File: config.mk
export PLATFORM = sky130hd
export DESIGN_NAME = vid_wait_gen
export DESIGN_NICKNAME = d
export VERILOG_FILES = /design/src/rtl/vwg_pkg.sv /design/src/rtl/vwg_phase.sv /design/src/rtl/vwg_seq.sv /design/src/rtl/vid_wait_gen.sv
export SDC_FILE = /design/constraint.sdc
export NUM_CORES = 1
export LEC_CHECK = 0
export ABC_AREA = 1
export CAP_MARGIN = 20
export CORE_UTILIZATION = 43
export CTS_CLUSTER_DIAMETER = 200
export DETAILED_ROUTE_END_ITERATION = 10
export PLACE_DENSITY_LB_ADDON = 0.2
export SYNTH_ARGS = -nofsm -noshare
export SYNTH_HDL_FRONTEND = slang
export SYNTH_HIERARCHICAL = 1
export SYNTH_SLANG_ARGS = --single-unit
File: constraint.sdc
create_clock -name clk_hdot -period 3.6 [get_ports clk_hdot]
set_input_delay 0.54 -clock clk_hdot [delete_from_list [all_inputs] [get_ports clk_hdot]]
set_output_delay 0.54 -clock clk_hdot [all_outputs]
set_load 0.03 [all_outputs]
File: src/rtl/vwg_pkg.sv
package vwg_pkg;

    typedef enum logic [1:0] {
        ST_IDLE   = 2'd0,
        ST_HCHAR  = 2'd1,
        ST_LALIGN = 2'd2,
        ST_CALIGN = 2'd3
    } vwg_state_e;

endpackage

File: src/rtl/vwg_phase.sv
module vwg_phase #(
    parameter int CPU_DIV     = 3,
    parameter int LCHAR_HDOTS = 16
) (
    input  logic clk_hdot,
    input  logic rst_n,
    output logic cpu_start,
    output logic cpu_last,
    output logic lchar_edge
);

    localparam int PH3_W = (CPU_DIV > 1) ? $clog2(CPU_DIV) : 1;
    localparam int PHL_W = (LCHAR_HDOTS > 1) ? $clog2(LCHAR_HDOTS) : 1;

    typedef struct packed {
        logic [PH3_W-1:0] ph3;
        logic [PHL_W-1:0] phl;
    } phase_t;

    phase_t phase_d, phase_q;

    always_comb begin
        phase_d = phase_q;
        if (phase_q.ph3 == PH3_W'(CPU_DIV - 1)) begin
            phase_d.ph3 = '0;
        end else begin
            phase_d.ph3 = phase_q.ph3 + 1'b1;
        end
        if (phase_q.phl == PHL_W'(LCHAR_HDOTS - 1)) begin
            phase_d.phl = '0;
        end else begin
            phase_d.phl = phase_q.phl + 1'b1;
        end
    end

    always_ff @(posedge clk_hdot or negedge rst_n) begin
        if (!rst_n) begin
            phase_q <= '0;
        end else begin
            phase_q <= phase_d;
        end
    end

    assign cpu_start  = (phase_q.ph3 == '0);
    assign cpu_last   = (phase_q.ph3 == PH3_W'(CPU_DIV - 1));
    assign lchar_edge = (phase_q.phl == '0);

endmodule

File: src/rtl/vwg_seq.sv
module vwg_seq
    import vwg_pkg::*;
#(
    parameter int HCHAR_HDOTS = 8,
    parameter int WAIT_W      = 4
) (
    input  logic              clk_hdot,
    input  logic              rst_n,
    input  logic              req,
    input  logic              cpu_start,
    input  logic              cpu_last,
    input  logic              lchar_edge,
    output logic              ready,
    output logic [WAIT_W-1:0] wait_cnt
);

    localparam int HCNT_W = $clog2(HCHAR_HDOTS + 1);

    typedef struct packed {
        vwg_state_e        st;
        logic [HCNT_W-1:0] hcnt;
        logic [WAIT_W-1:0] wcnt;
    } seq_t;

    seq_t seq_d, seq_q;

    always_comb begin
        seq_d = seq_q;
        unique case (seq_q.st)
            ST_IDLE: begin
                if (cpu_start && req) begin
                    seq_d.st   = ST_HCHAR;
                    seq_d.hcnt = HCNT_W'(1);
                    seq_d.wcnt = WAIT_W'(1);
                end
            end
            ST_HCHAR: begin
                if (seq_q.hcnt == HCNT_W'(HCHAR_HDOTS)) begin
                    if (lchar_edge) begin
                        seq_d.st = cpu_last ? ST_IDLE : ST_CALIGN;
                    end else begin
                        seq_d.st = ST_LALIGN;
                    end
                end else begin
                    seq_d.hcnt = seq_q.hcnt + 1'b1;
                end
            end
            ST_LALIGN: begin
                if (lchar_edge) begin
                    seq_d.st = cpu_last ? ST_IDLE : ST_CALIGN;
                end
            end
            ST_CALIGN: begin
                if (cpu_last) begin
                    seq_d.st = ST_IDLE;
                end
            end
            default: seq_d.st = ST_IDLE;
        endcase
        if (seq_q.st != ST_IDLE && cpu_start) begin
            seq_d.wcnt = seq_q.wcnt + 1'b1;
        end
    end

    always_ff @(posedge clk_hdot or negedge rst_n) begin
        if (!rst_n) begin
            seq_q <= '{st: ST_IDLE, hcnt: '0, wcnt: '0};
        end else begin
            seq_q <= seq_d;
        end
    end

    assign ready    = (seq_q.st == ST_IDLE);
    assign wait_cnt = seq_q.wcnt;

endmodule

File: src/rtl/vid_wait_gen.sv
module vid_wait_gen #(
    parameter int CPU_DIV     = 3,
    parameter int HCHAR_HDOTS = 8,
    parameter int LCHAR_HDOTS = 16,
    parameter int WAIT_W      = 4
) (
    input  logic              clk_hdot,
    input  logic              rst_n,
    input  logic              req,
    output logic              ready,
    output logic              cpu_en,
    output logic [WAIT_W-1:0] wait_cnt
);

    logic cpu_start;
    logic cpu_last;
    logic lchar_edge;

    vwg_phase #(
        .CPU_DIV     (CPU_DIV),
        .LCHAR_HDOTS (LCHAR_HDOTS)
    ) u_phase (
        .clk_hdot   (clk_hdot),
        .rst_n      (rst_n),
        .cpu_start  (cpu_start),
        .cpu_last   (cpu_last),
        .lchar_edge (lchar_edge)
    );

    vwg_seq #(
        .HCHAR_HDOTS (HCHAR_HDOTS),
        .WAIT_W      (WAIT_W)
    ) u_seq (
        .clk_hdot   (clk_hdot),
        .rst_n      (rst_n),
        .req        (req),
        .cpu_start  (cpu_start),
        .cpu_last   (cpu_last),
        .lchar_edge (lchar_edge),
        .ready      (ready),
        .wait_cnt   (wait_cnt)
    );

    assign cpu_en = cpu_start;

endmodule

### After elaboration in Yosys (flattened, before gate mapping)

Cells that the tools add are included.
W data, S select, Z words.

* register bits after elaboration: 16
* input bits: 3
* output and inout port bits: 6
* word-level logic and storage cells: 45

* add/subtract/negate cells: 4
* eq/ne operators: 11
* multiplexer cells: 13
* reductions and logical operators: 12

Operators by type and width (count)
* $mux W4: 4
* $add A4 B1 Y4 const B: 3
* $mux W2: 6
* $mux W10: 1
* $eq A4 B4 Y1 const B: 2
* $pmux W2 S4: 1
* $pmux W4 S2: 1
* $reduce_bool A2 Y1: 4
* $eq A2 B2 Y1 const B: 3
* $ne A2 B1 Y1 const B: 3
* $logic_not A2 Y1: 2
* $logic_not A4 Y1: 1
* $ne A2 B2 Y1 const B: 2
* $reduce_and A4 Y1: 1
* $reduce_and A3 Y1: 1
* $add A2 B1 Y2 const B: 1
* $eq A2 B1 Y1 const B: 1
* $logic_and A1 B1 Y1: 2
* $reduce_and A2 Y1: 1

### Logic depth before layout (Yosys ltp)

* depth in word-level cells: 5
* depth in mapped cells: 9

### By module

The synthesis kept the hierarchy.

By module, submodules not included
* vwg_seq: instances 1, cells an instance 75, area an instance 625.6 µm², sequential area each 250.2 µm²
* vwg_phase: instances 1, cells an instance 25, area an instance 256.5 µm², sequential area each 150.1 µm²

### Least setup slack after synthesis

No wires, ideal clock.

* path type: reg2reg
* from: register u_phase/phase_q[5] (netlist bit)
* to: register u_seq/seq_q[6] (netlist bit)
* library setup time: 125 ps
* data arrival time: 1419 ps
* data required time: 3475 ps
* setup slack: 2056 ps
* stages on the path, launching flop included: 7
* buffers on the path: 0
* clock period less this slack: 1544 ps
* cell sequence: dfrtp_1 nor2_1 nand2_1 inv_1 nand2_2 nand2_4 o22ai_1

* cells in the longest elaborated chain, start to end: 4

Ends and longest elaborated chain
* start: declaration: RTL line vwg_phase.sv:20 `phase_t phase_d, phase_q;`
* start signal: assignment: RTL line vwg_phase.sv:40 `phase_q <= phase_d;`
* $logic_not A2 Y1: RTL line vwg_phase.sv:44 `assign cpu_start = (phase_q.ph3 == '0);`
* named net cpu_en: RTL line vid_wait_gen.sv:11 `output logic cpu_en,`
* $logic_and A1 B1 Y1: RTL line vwg_seq.sv:31 `if (cpu_start && req) begin`
* $ne A2 B1 Y1 (no source line)
* $reduce_and A3 Y1 (no source line)
* end signal: assignment: RTL line vwg_seq.sv:67 `seq_q <= '{st: ST_IDLE, hcnt: '0, wcnt: '0};`
* end signal: assignment: RTL line vwg_seq.sv:69 `seq_q <= seq_d;`
* end: declaration: RTL line vwg_seq.sv:25 `seq_t seq_d, seq_q;`

The timed path passes the listed nets, and every way through them passes these cells.
A chain may end at the register's enable or synchronous reset.

### Worst setup path after layout

* from: register u_seq/seq_q[9] (netlist bit)
* to: output port ready

* cells in the longest elaborated chain, start to end: 1

Ends and longest elaborated chain
* $logic_not A2 Y1: RTL line vwg_seq.sv:73 `assign ready = (seq_q.st == ST_IDLE);`
* end: declaration: RTL line vid_wait_gen.sv:10 `output logic ready,`

No other way between the ends.

==> run summary <==
status -> completed
TritonCTS clock tree -> yes
Setup Total Neg Slack -> 0 ps
drt wl/cell -> 10.0 um
worst r2r dst -> u_seq/seq_q[8]
Crit Path Max Fanout -> 7
H-tree depth -> 1
final hold violation count -> 0
Mean Syn Cell Area -> 8.82 um^2
Mapped Cells -> 100
fin nets -> 117
Max-Slew Margin vs Limit -> 53.1%
CP Cell Sequence -> nor2_2 -> clkdlybuf4s50_1
Hold Crit Start -> u_phase/phase_q[5]
Tmin final -> 2210 ps
DR DRC count -> 0
clk root buf -> clkbuf_4
final instance area -> 1000 um^2
Die H -> 47.3 um
share of layout cells above drive strength 1 -> 14.8%
cts bufs inserted -> 3
global route total overflow -> 0
max-cap violation count -> 0
clock tree buffer depth -> 2
first-pass GRT wire length -> 2160 um
1st-iter DRT viols -> 11
Mapped Nets -> 108
GRT Overall Usage -> 14.0%
hpwl dp -> 1050 um
Reg-to-Reg Start -> u_phase/phase_q[0]
final WL -> 1350 um
io pins -> 9
clk_skew -> 5.47 ps
Seq/Total Area, Yosys -> 45.4%
crit-path max cell delay -> 700 ps
Startpoint Class -> register
Yosys reg bits -> 16
kind of critical path -> reg -> out
Cell Area, Synth -> 882 um^2
num rows -> 16
IO Port Bufs -> 8
crit path DAT -> 1670 ps
YS warnings -> 6
Worst Setup SP -> u_seq/seq_q[9]
Tot Pwr -> 0.713 mW
Power Dens Cells -> 711 nW/um^2
Synth cell types -> 21
diode count -> 0
vias -> 631
P&R area growth vs syn -> 13.6%
Hold-fix buffers, CTS -> 0
flop2flop setup slack -> 2180 ps
RSZ-0062 raised after global routing -> false
Final WS setup -> 1390 ps
worst reg2reg path depth -> 7
max-slew violations -> 0
pin count of the biggest net entering global routing -> 17
Core Area -> 1940 um^2
hold endpoint -> u_phase/phase_q[5]
post-CTS resize count -> 0
initial antenna violation count -> 0
chip width -> 47.3 um
Clock Sinks -> 16
initial core utilization -> 45.4%
TritonRoute pass-1 iters -> 4
DIE AREA -> 2240 um^2
DP Cell Count -> 131
worst skew pair latency -> 280 ps
Cell Area, Placed -> 966 um^2
leakage power -> 0.488 nW
GPL Wtd Cong -> 0.743
WHS Path Cells -> 1
Routed Antenna Nets -> 0
Setup Buffers After CTS -> 0
highest clock rate -> 453 MHz
number of global-route vias before repair -> 545
crit path capture type -> primary output
final worst-path cycle share -> 61.3%
dpl ws -> 1700 ps
Worst-Margin Slew -> 701 ps
Clock Pin Slew Worst Setup and Hold Paths -> 90 ps
Slowest cell on crit path -> clkdlybuf4s50_1
Via density -> 4.67
worst vdd ir -> 0.348 mV
Required @ worst endpoint -> 3060 ps
Final setup viols -> 0
Hold WC Path Type -> reg -> reg
final std cells w/o fill -> 135
how the worst max path moves through the flow:
stage	to	cells after the start	slack [ps]
after floorplan	u_seq/seq_q[6]	6	2060
after global routing	cpu_en	2	1310
after CTS	cpu_en	2	1380
after detailed placement	cpu_en	2	1700
after global placement	ready	2	1730
final	ready	2	1390
power breakdown:
part	leakage [nW]	total, mW	internal, mW	switching (mW)
Clock	0.0210	0.116	0.0615	0.0544
Combinational	0.268	0.313	0.133	0.180
Sequential	0.199	0.284	0.228	0.0564
cells in the final DEF (no fill, tap or decap), types with 3 or more instances in the layout:
master / instances
o21ai_1: 6
nor2_2: 3
o21ai_0: 4
dfrtp_1: 16
xor2_1: 3
nand3_1: 10
nor2_1: 5
inv_1: 14
nand2_1: 15
clkdlybuf4s50_1: 8
clkbuf_4: 3
ha_1: 5
worst max-delay path: cells and delay by family, from the launching register on:
kind / cells / cell delay, ps
buffers and inverters: 1 / 700
flip-flops: 1 / 480
AND/OR/NAND/NOR: 1 / 200
per-layer routing:
| layer | wire length (um) | GRT usage, % |
|---|---|---|
| met5 | 0 | 0 |
| met3 | 59 | 5.77 |
| met1 | 676 | 17.6 |
| met2 | 607 | 23.3 |
| met4 | 9 | 1.71 |
synthesized netlist by cell type, drive strengths merged:
cell | n | share of area [%]
nand2 | 19 | 10
dfrtp | 16 | 45
inv | 16 | 6.8
o21ai | 11 | 6.7
nand3 | 10 | 5.7
nor2 | 10 | 6.8
ha | 5 | 7.1
buf | 4 | 3.4
xor2 | 3 | 3.0
xnor2 | 2 | 2.0
a21oi | 1 | 0.57
nand4 | 1 | 0.71
nor3b | 1 | 0.85
o22ai | 1 | 0.71
final cells by class:
| type | instances | area, um^2 |
|---|---|---|
| multi-input cells | 64 | 392 |
| well taps | 27 | 33.8 |
| fillers | 181 | 940 |
| flip-flops and latches | 16 | 400 |
| inverters | 16 | 60.1 |
| repair buffers | 8 | 80.1 |
| clock buffers | 4 | 36.3 |
through the flow:
stage / hold WS [ps] / utilization (%)
final: 452 / 51.6
after global routing: 478 / 51.6
after CTS: 455 / 51.6
after detailed placement: 441 / 49.7
after global placement: 430 / 49.7
after floorplan: 244 / -
cells by family after synthesis:
logic type	synth area share (%)
AND/OR/NAND/NOR	24.4
buffers and inverters	10.2
flip-flops	45.4
AO/OA/AOI/OAI	7.94
XOR/XNOR	4.97
adder cells (fa/ha/maj)	7.09
registers in the layout, indices dropped and copies added, names as in the netlist:
signal           cells
u_phase/phase_q      6
u_seq/seq_q          6
u_seq/wait_cnt       4
Note: power is estimated with default switching activity, not from simulation.
